<file path="config.mk">
export PLATFORM = sky130hd
export DESIGN_NAME = xword_align
export DESIGN_NICKNAME = d
export VERILOG_FILES = /design/src/rtl/xa_pkg.sv /design/src/rtl/xa_prev_hold.sv /design/src/rtl/xa_funnel.sv /design/src/rtl/xa_out_reg.sv /design/src/rtl/xword_align.sv
export SDC_FILE = /design/constraint.sdc
export NUM_CORES = 1
export LEC_CHECK = 0
export ABC_AREA = 0
export BUFFER_PORTS_ARGS = -buffer_cell sky130_fd_sc_hd__buf_2
export CORE_ASPECT_RATIO = 1.25
export CORE_MARGIN = 1
export CORE_UTILIZATION = 50
export CTS_CLUSTER_SIZE = 12
export DETAILED_ROUTE_END_ITERATION = 12
export PLACE_DENSITY = 0.69
export SETUP_SLACK_MARGIN = 0.5
export SYNTH_ARGS = -nofsm -noshare
export SYNTH_HDL_FRONTEND = slang
export SYNTH_SLANG_ARGS = --single-unit
</file>
<file path="constraint.sdc">
create_clock -name clk -period 5.03 [get_ports clk]
set_input_delay 1.509 -clock clk [delete_from_list [all_inputs] [get_ports clk]]
set_output_delay 1.509 -clock clk [all_outputs]
set_load 0.02 [all_outputs]
</file>
<file path="src/rtl/xa_pkg.sv">
// Shared definitions for the cross-word alignment shifter.
// Assumes a power-of-two word width so the shift amount fits in clog2 bits.
package xa_pkg;
    typedef enum logic {
        XA_DIR_LEFT  = 1'b0,
        XA_DIR_RIGHT = 1'b1
    } xa_dir_e;
endpackage

</file>
<file path="src/rtl/xa_prev_hold.sv">
// Holds the word accepted last in the current row.
// Presents zero as the previous word when a row starts, and clears on a
// row start that carries no word. Updates only on accepted words.
module xa_prev_hold #(
    parameter int W = 16
) (
    input  logic         clk,
    input  logic         rst_n,
    input  logic         in_valid,
    input  logic         row_start,
    input  logic [W-1:0] in_word,
    output logic [W-1:0] prev_eff
);
    logic [W-1:0] prev_q;

    // Previous-word storage: load on valid, clear on bare row start.
    always_ff @(posedge clk) begin
        if (!rst_n) begin
            prev_q <= '0;
        end else if (in_valid) begin
            prev_q <= in_word;
        end else if (row_start) begin
            prev_q <= '0;
        end
    end

    // Effective previous word: a new row sees zero.
    always_comb begin
        prev_eff = row_start ? '0 : prev_q;
    end
endmodule

</file>
<file path="src/rtl/xa_funnel.sv">
// Two-word funnel shifter. Joins the current and previous words and
// extracts one word shifted left or right. With SHIFT_EN=0 it is a wire.
module xa_funnel
    import xa_pkg::*;
#(
    parameter int W        = 16,
    parameter bit SHIFT_EN = 1'b1,
    localparam int SHW     = $clog2(W)
) (
    input  logic [W-1:0]   cur,
    input  logic [W-1:0]   prev,
    input  logic [SHW-1:0] shamt,
    input  logic           dir_right,
    output logic [W-1:0]   result
);
    generate
        if (SHIFT_EN) begin : g_shift
            logic [2*W-1:0] pair_l;
            logic [2*W-1:0] pair_r;
            logic [2*W-1:0] sh_l;
            logic [2*W-1:0] sh_r;

            // Left: current word on top, previous below feeds low bits.
            always_comb begin
                pair_l = {cur, prev};
                sh_l   = pair_l << shamt;
            end

            // Right: previous word on top feeds the vacated high bits.
            always_comb begin
                pair_r = {prev, cur};
                sh_r   = pair_r >> shamt;
            end

            // Direction select.
            always_comb begin
                if (xa_dir_e'(dir_right) == XA_DIR_RIGHT) begin
                    result = sh_r[W-1:0];
                end else begin
                    result = sh_l[2*W-1:W];
                end
            end
        end else begin : g_pass
            logic unused_ok;
            // Aligned channel: forward the word as is.
            always_comb begin
                unused_ok = ^{prev, shamt, dir_right};
                result    = cur;
            end
        end
    endgenerate
endmodule

</file>
<file path="src/rtl/xa_out_reg.sv">
// Output stage: registers the aligned word and its valid flag.
// The word holds its last value across cycles without a valid input.
module xa_out_reg #(
    parameter int W = 16
) (
    input  logic         clk,
    input  logic         rst_n,
    input  logic         in_valid,
    input  logic [W-1:0] d,
    output logic         q_valid,
    output logic [W-1:0] q
);
    // Valid flag follows the input strobe by one cycle.
    always_ff @(posedge clk) begin
        if (!rst_n) begin
            q_valid <= 1'b0;
        end else begin
            q_valid <= in_valid;
        end
    end

    // Data register loads only on an accepted word.
    always_ff @(posedge clk) begin
        if (!rst_n) begin
            q <= '0;
        end else if (in_valid) begin
            q <= d;
        end
    end
endmodule

</file>
<file path="src/rtl/xword_align.sv">
// Cross-word alignment shifter top. Per channel: previous-word hold,
// funnel shift, registered output with one-cycle latency.
// Assumes row_start is asserted on (or before) the first word of a row.
module xword_align #(
    parameter int W        = 16,
    parameter bit SHIFT_EN = 1'b1,
    localparam int SHW     = $clog2(W)
) (
    input  logic           clk,
    input  logic           rst_n,
    input  logic           in_valid,
    input  logic           row_start,
    input  logic [W-1:0]   in_word,
    input  logic [SHW-1:0] shamt,
    input  logic           dir_right,
    output logic           out_valid,
    output logic [W-1:0]   out_word
);
    logic [W-1:0] prev_eff;
    logic [W-1:0] aligned;

    xa_prev_hold #(.W(W)) u_hold (
        .clk       (clk),
        .rst_n     (rst_n),
        .in_valid  (in_valid),
        .row_start (row_start),
        .in_word   (in_word),
        .prev_eff  (prev_eff)
    );

    xa_funnel #(.W(W), .SHIFT_EN(SHIFT_EN)) u_funnel (
        .cur       (in_word),
        .prev      (prev_eff),
        .shamt     (shamt),
        .dir_right (dir_right),
        .result    (aligned)
    );

    xa_out_reg #(.W(W)) u_out (
        .clk      (clk),
        .rst_n    (rst_n),
        .in_valid (in_valid),
        .d        (aligned),
        .q_valid  (out_valid),
        .q        (out_word)
    );
endmodule

</file>
Yosys cells after proc, flatten, opt, wreduce, memory -nomap -nowiden

Cells that the tools add are included.

Bits in registers: 33
Logic and storage cells: 8
Bits of input ports: 25
Output and inout bits: 17

Multiplexer cells: 3
Shift operators: 2

Operator list:

| kind                         | count |
|---|---|
| two-way mux 16 bit           | 3 |
| left shift 32 x 4 -> 32 bit  | 1 |
| right shift 32 x 4 -> 16 bit | 1 |

Depth between registers and ports, before layout

Depth in word-level cells: 3
Gate-level depth with buffers: 9

Cells and area by module

Synthesis repeated with hierarchy kept, for this count alone.

Cell total of the unflattened synthesis: 400
Area, all modules: 4015.1 µm²

Modules (own cells, without submodules):

| module       | instances | area an instance (µm²) | sequential area each (µm²) | cells each |
|---|---|---|---|---|
| xa_funnel    | 1         | 2628.8                 | 0.0                        | 260 |
| xa_prev_hold | 1         | 743.2                  | 320.3                      | 87 |
| xa_out_reg   | 1         | 643.1                  | 340.3                      | 53 |

Least setup slack after synthesis

OpenSTA, ideal clock, no wires.

Path kind: input-to-reg
From: in shamt[0]
To: reg u_out.q[2]
Setup slack: 1975 ps
Data required time: 4913 ps
Stages on the path: 7
Data arrival time: 2938 ps
Path buffers: 2
Setup time: 117 ps
Cell sequence: buf_6 buf_6 mux2_4 mux4_2 a21oi_1 o21ai_1 a22o_1

Cells in the longest elaborated chain, start to end: 2
Elaborated cells between the ends (all ways): 3
Those cells by class: shift: 2; mux: 1

RTL lines:

| what                                                                               | RTL line                         | source |
|---|---|---|
| from (decl)                                                                        | xword_align.sv:14                | `input logic [SHW-1:0] shamt,` |
| left shift 32 x 4 -> 32 bit / right shift 32 x 4 -> 16 bit (equally long branches) | xa_funnel.sv:26, xa_funnel.sv:32 |  |
| two-way mux 16 bit *                                                               | xa_funnel.sv:37                  | `if (xa_dir_e'(dir_right) == XA_DIR_RIGHT) begin` |
| to (signal assigned)                                                               | xa_out_reg.sv:25                 | `q <= '0;` |
| to (signal assigned)                                                               | xa_out_reg.sv:27                 | `q <= d;` |
| to (decl)                                                                          | xa_out_reg.sv:11                 | `output logic [W-1:0] q` |

Every way passes the cells marked *; elsewhere a longest branch is shown, timed or not.
A chain may end at the register's enable or synchronous reset.

Final worst setup path

Ends and elaborated chain as after synthesis.

==> results.env <==
TOP_FLIP_FLOP_CELL_BY_INSTANCE_COUNT_AFTER_SYNTHESIS='dfxtp_1'
YOSYS-TOP-CELLS-AREA='mux4_2 22%, dfxtp_1 17%, mux2i_1 9.7%'
SYNTH.LIB_CELLS_USED.DISTINCT=58
P_INT_mW=0.5656
CLOCK_TREE_FROM_TRITONCTS='yes'
HOLD_PATH_END='u_out.q[8]$_SDFFE_PN0P_'
TIMING_MAX_TRANSITION_VIOLATIONS_FINAL=0
CLOCK_TREE.HTREE_LEVEL_COUNT=2
SYNTH_SEQ_CELLS=33
TIMING.CRITICAL_PATH.FANOUT_MAX=45
WHS_PS=450.3
R2R.WORST_PATH.CELLS=5
YS_ASYNC_SR_FRACTION_PCT=0
MAXIMUM_COUNT_OF_CLOCK_BUFFERS_ALONG_A_SINGLE_PATH=2
CLK_PIN_SLEW_WORST_PATHS_PS=90
SYNTH-EDFF-COUNT=0
MULTI_INPUT_AREA_MM2=0.002939
CTS_RESIZED=0
FINALCRITICALPERIOD_PS=3497
FMAX_MHz=285.9
CLKLATENCYLATEPIN_PS=310
CTS.HOLD.BUFFERS_ADDED=0
CRIT_REQUIRED_PS=5230
MOST_FREQUENT_CELLS_IN_THE_LAYOUT='49 x nor2_1, 40 x buf_2, 39 x mux4_2'
DIODE_COUNT=0
RSZ0062_AT_GRT='false'
CRIT_PATH_FREQUENT_CELL='buf_4'
NUM-FILL-CELLS=723
FP.DIEAREA_MM2=0.008167
POWER.IR.VDD_WORST_mV=0.1534
TIMING.SLEW.HEADROOM_PCT=45.51
GRT_PASS1_VIAS=3611
INITIAL_CORE_UTIL_PCT=52.44
CRITICAL_PATH.REG2REG.STARTPOINT='u_hold.prev_q[14]$_SDFF_PN0_'
PLACEMENT.IO_BUFFERS=41
WORSTREG2REGEND='u_out.q[0]$_SDFFE_PN0P_'
INITIAL_ANTENNA_VIOLATION_COUNT=0
DRIVE_GT1_SHARE_PCT=27.78
WORST_PATH_LARGEST_CELL_DELAY_PS=490
TIMING.CRITICAL_PATH.BUF_INV=2
DPL.HPWL_UM=9565
YOSYSTOPAREACELLSHARE_PCT=22.50
FINAL_COMMON_CELL='nor2_1'
YS_SEQ_AREA_SHARE_PCT=16.92
DIE_Y_UM=100.8
WL_PER_CELL_UM=24.83
FINALHOLDVIOLATIONS=0
SWITCHING_POWER_mW=0.3422
SYN_AVG_CELL_AREA_UM2=9.384
NNETSFINAL=456
DRC_VIOLATION_COUNT_AFTER_ROUTING=0
FIN_SETUP_TNS_PS=0
PIN_COUNT_OF_THE_BIGGEST_NET_ENTERING_GLOBAL_ROUTING=46
FINAL_CORE_UTILIZATION_PCT=55.40
ENDPOINT_KIND='register'
WORST-ENDPOINT-ARRIVAL_PS=3700
POST-ROUTE-PERIOD-UTIL_PCT=69.53
DRT_PRE_ANTENNA_ITERS=5
SYN-NUM-NETS=441
DR_TOTAL_VIAS=3854
NETLIST.TOP_CELL.BY_AREA='mux4_2'
GPL.FINAL_WEIGHTED_CONGESTION=0.9976
HOLD_PATH_DEPTH=2
DIE_WIDTH_UM=81.03
NUMCTSBUFFERS=5
GR-USAGE-ALL-LAYERS_PCT=34.14
POSTCTSSETUPREPAIRBUFS=0
TIMING.CRITICAL_PATH.FROM_TYPE='input port'
LEAKAGEPOWER_nW=1.621
FLOORPLAN.ROWS=35
CP_TOP_FAMILY='buffers and inverters'
POWER_FRAC_CLOCK_PCT=30.9
DRTITER0DRC=491
CTS_ROOT_BUF='clkbuf_8'
POWER_SWITCHING_SHARE_PCT=37.70
TIMING_WORST_SETUP_PATH_TYPE='in2reg'
MAX_CAP_VIOLATIONS=0
POWER.SEQUENTIAL.FRACTION_PCT=32.5
R2R_SLACK_PS=3170
GRT.OVERFLOW.TOTAL=0
FIRST_ELEMENT_OF_THE_CRITICAL_PATH='shamt[0]'
POWER_PER_CELL_AREA_mW_PER_MM2=220.1
FLOORPLAN.CORE_AREA_MM2=0.007445
SYNTHESIS.YOSYS.WARNINGS=0
FINAL-SEQ-AREA_UM2=660.6
SYNTH.CELL_AREA_MM2=0.003904
AREA_GROWTH_SYN_TO_LAYOUT_PCT=5.641
GRT_FIRST_PASS_WIRELENGTH_UM=20690
WORST_CLOCK_SKEW_PS=10.88
DRT.ANTENNA.VIOLATING_NETS=0
SETUP_VIOLATIONS=0
HOLDCRITSTARTPOINT='u_out.q[8]$_SDFFE_PN0P_'
POWER_FRAC_COMB_PCT=36.6
DETAIL_ROUTE.VIAS_PER_CELL=7.355
SLOWEST_STAGE='buf_4'
WORST_PIN_SLEW_PS=814.3
POSTSYNTHCELLCOUNT=416
CRIT_PATH_CELL_TRACE='buf_4 > buf_4 > mux2_4 > mux4_2 > a21oi_1 > o21ai_1 > a22o_1'
OUTCOME='complete, no violations'
FLOORPLAN.IO_PINS=42
TOTALWIRELENGTH_UM=13010
NUMCLOCKSINKS=33
WORST_HOLD_PATH_TYPE='reg2reg'
routing by layer:
metal,wire length (um),vias up,part of all wire (%),global-route usage (%)
met4,592,0,4.5,15.38
met3,1191,52,9.2,5.520
met5,0,-,0,0
met1,5186,1857,40,46.18
met2,6041,289,46,53.14
li1,-,1656,-,-
metrics by stage:
stage          setup slack, ps  power [mW]  area (um^2)  cells
2_1_floorplan             1975      0.5379         3904    416
3_3_place_gp              1233      0.6223         4009    516
3_5_place_dp              1216      0.6230         4009    516
4_1_cts                   1538      0.8998         4124    524
5_1_grt                   1421      0.9439         4124    524
6_report                  1533      0.9078         4124    524
power groups by stage:
stage,Sequential [mW],Clock (mW),Combinational (mW)
after detailed placement,0.301,0,0.322
final,0.295,0.280,0.333
after floorplan,0.309,0,0.229
after global routing,0.297,0.295,0.351
after global placement,0.300,0,0.322
after CTS,0.294,0.281,0.324
layout make-up:
type,count,share of cell area (%)
flip-flops and latches,33,16.02
inverters,9,0.8192
well taps,92,2.791
clock inverters,3,1.123
repair buffers,48,6.311
clock buffers,5,1.669
multi-input cells,334,71.27
cell families after synthesis:
family,share of synthesized area [%]
and+or+nand+nor,13.30
AOI/OAI and AO/OA,20.32
muxes,41.67
buffers and inverters,7.788
DFF,16.92
flip-flops by register name, summed over array words and instances, names as in the netlist:
| register | flops |
|---|---|
| u_out.q | 16 |
| u_hold.prev_q | 16 |
| u_out.q_valid | 1 |
cell usage after synthesis, drive strengths merged, types with 5 or more instances:
cell type	count
a22oi	15
nand3	7
a211oi	10
buf	24
inv	9
o211ai	5
clkbuf	16
nor2b	7
nor2	49
nand2b	7
a31oi	8
nand2	28
mux2i	38
mux4	39
o21ai	20
a21oi	18
mux2	31
dfxtp	33
tightest hold or removal path, delay by kind of cell, from the launching register on:
family           cells  cell delay, ps
flip-flops           1             310
AO/OA/AOI/OAI        1              50
AND/OR/NAND/NOR      1              40
worst max-delay path by stage:
stage / slack, ps / cells after the start / endpoint
2_1_floorplan: 1980 / 7 / u_out.q[2]$_SDFFE_PN0P_
4_1_cts: 1540 / 7 / u_out.q[2]$_SDFFE_PN0P_
6_report: 1530 / 7 / u_out.q[2]$_SDFFE_PN0P_
3_5_place_dp: 1220 / 7 / u_out.q[2]$_SDFFE_PN0P_
3_3_place_gp: 1230 / 7 / u_out.q[2]$_SDFFE_PN0P_
5_1_grt: 1420 / 7 / u_out.q[2]$_SDFFE_PN0P_
(Power assumes the default switching activity.)
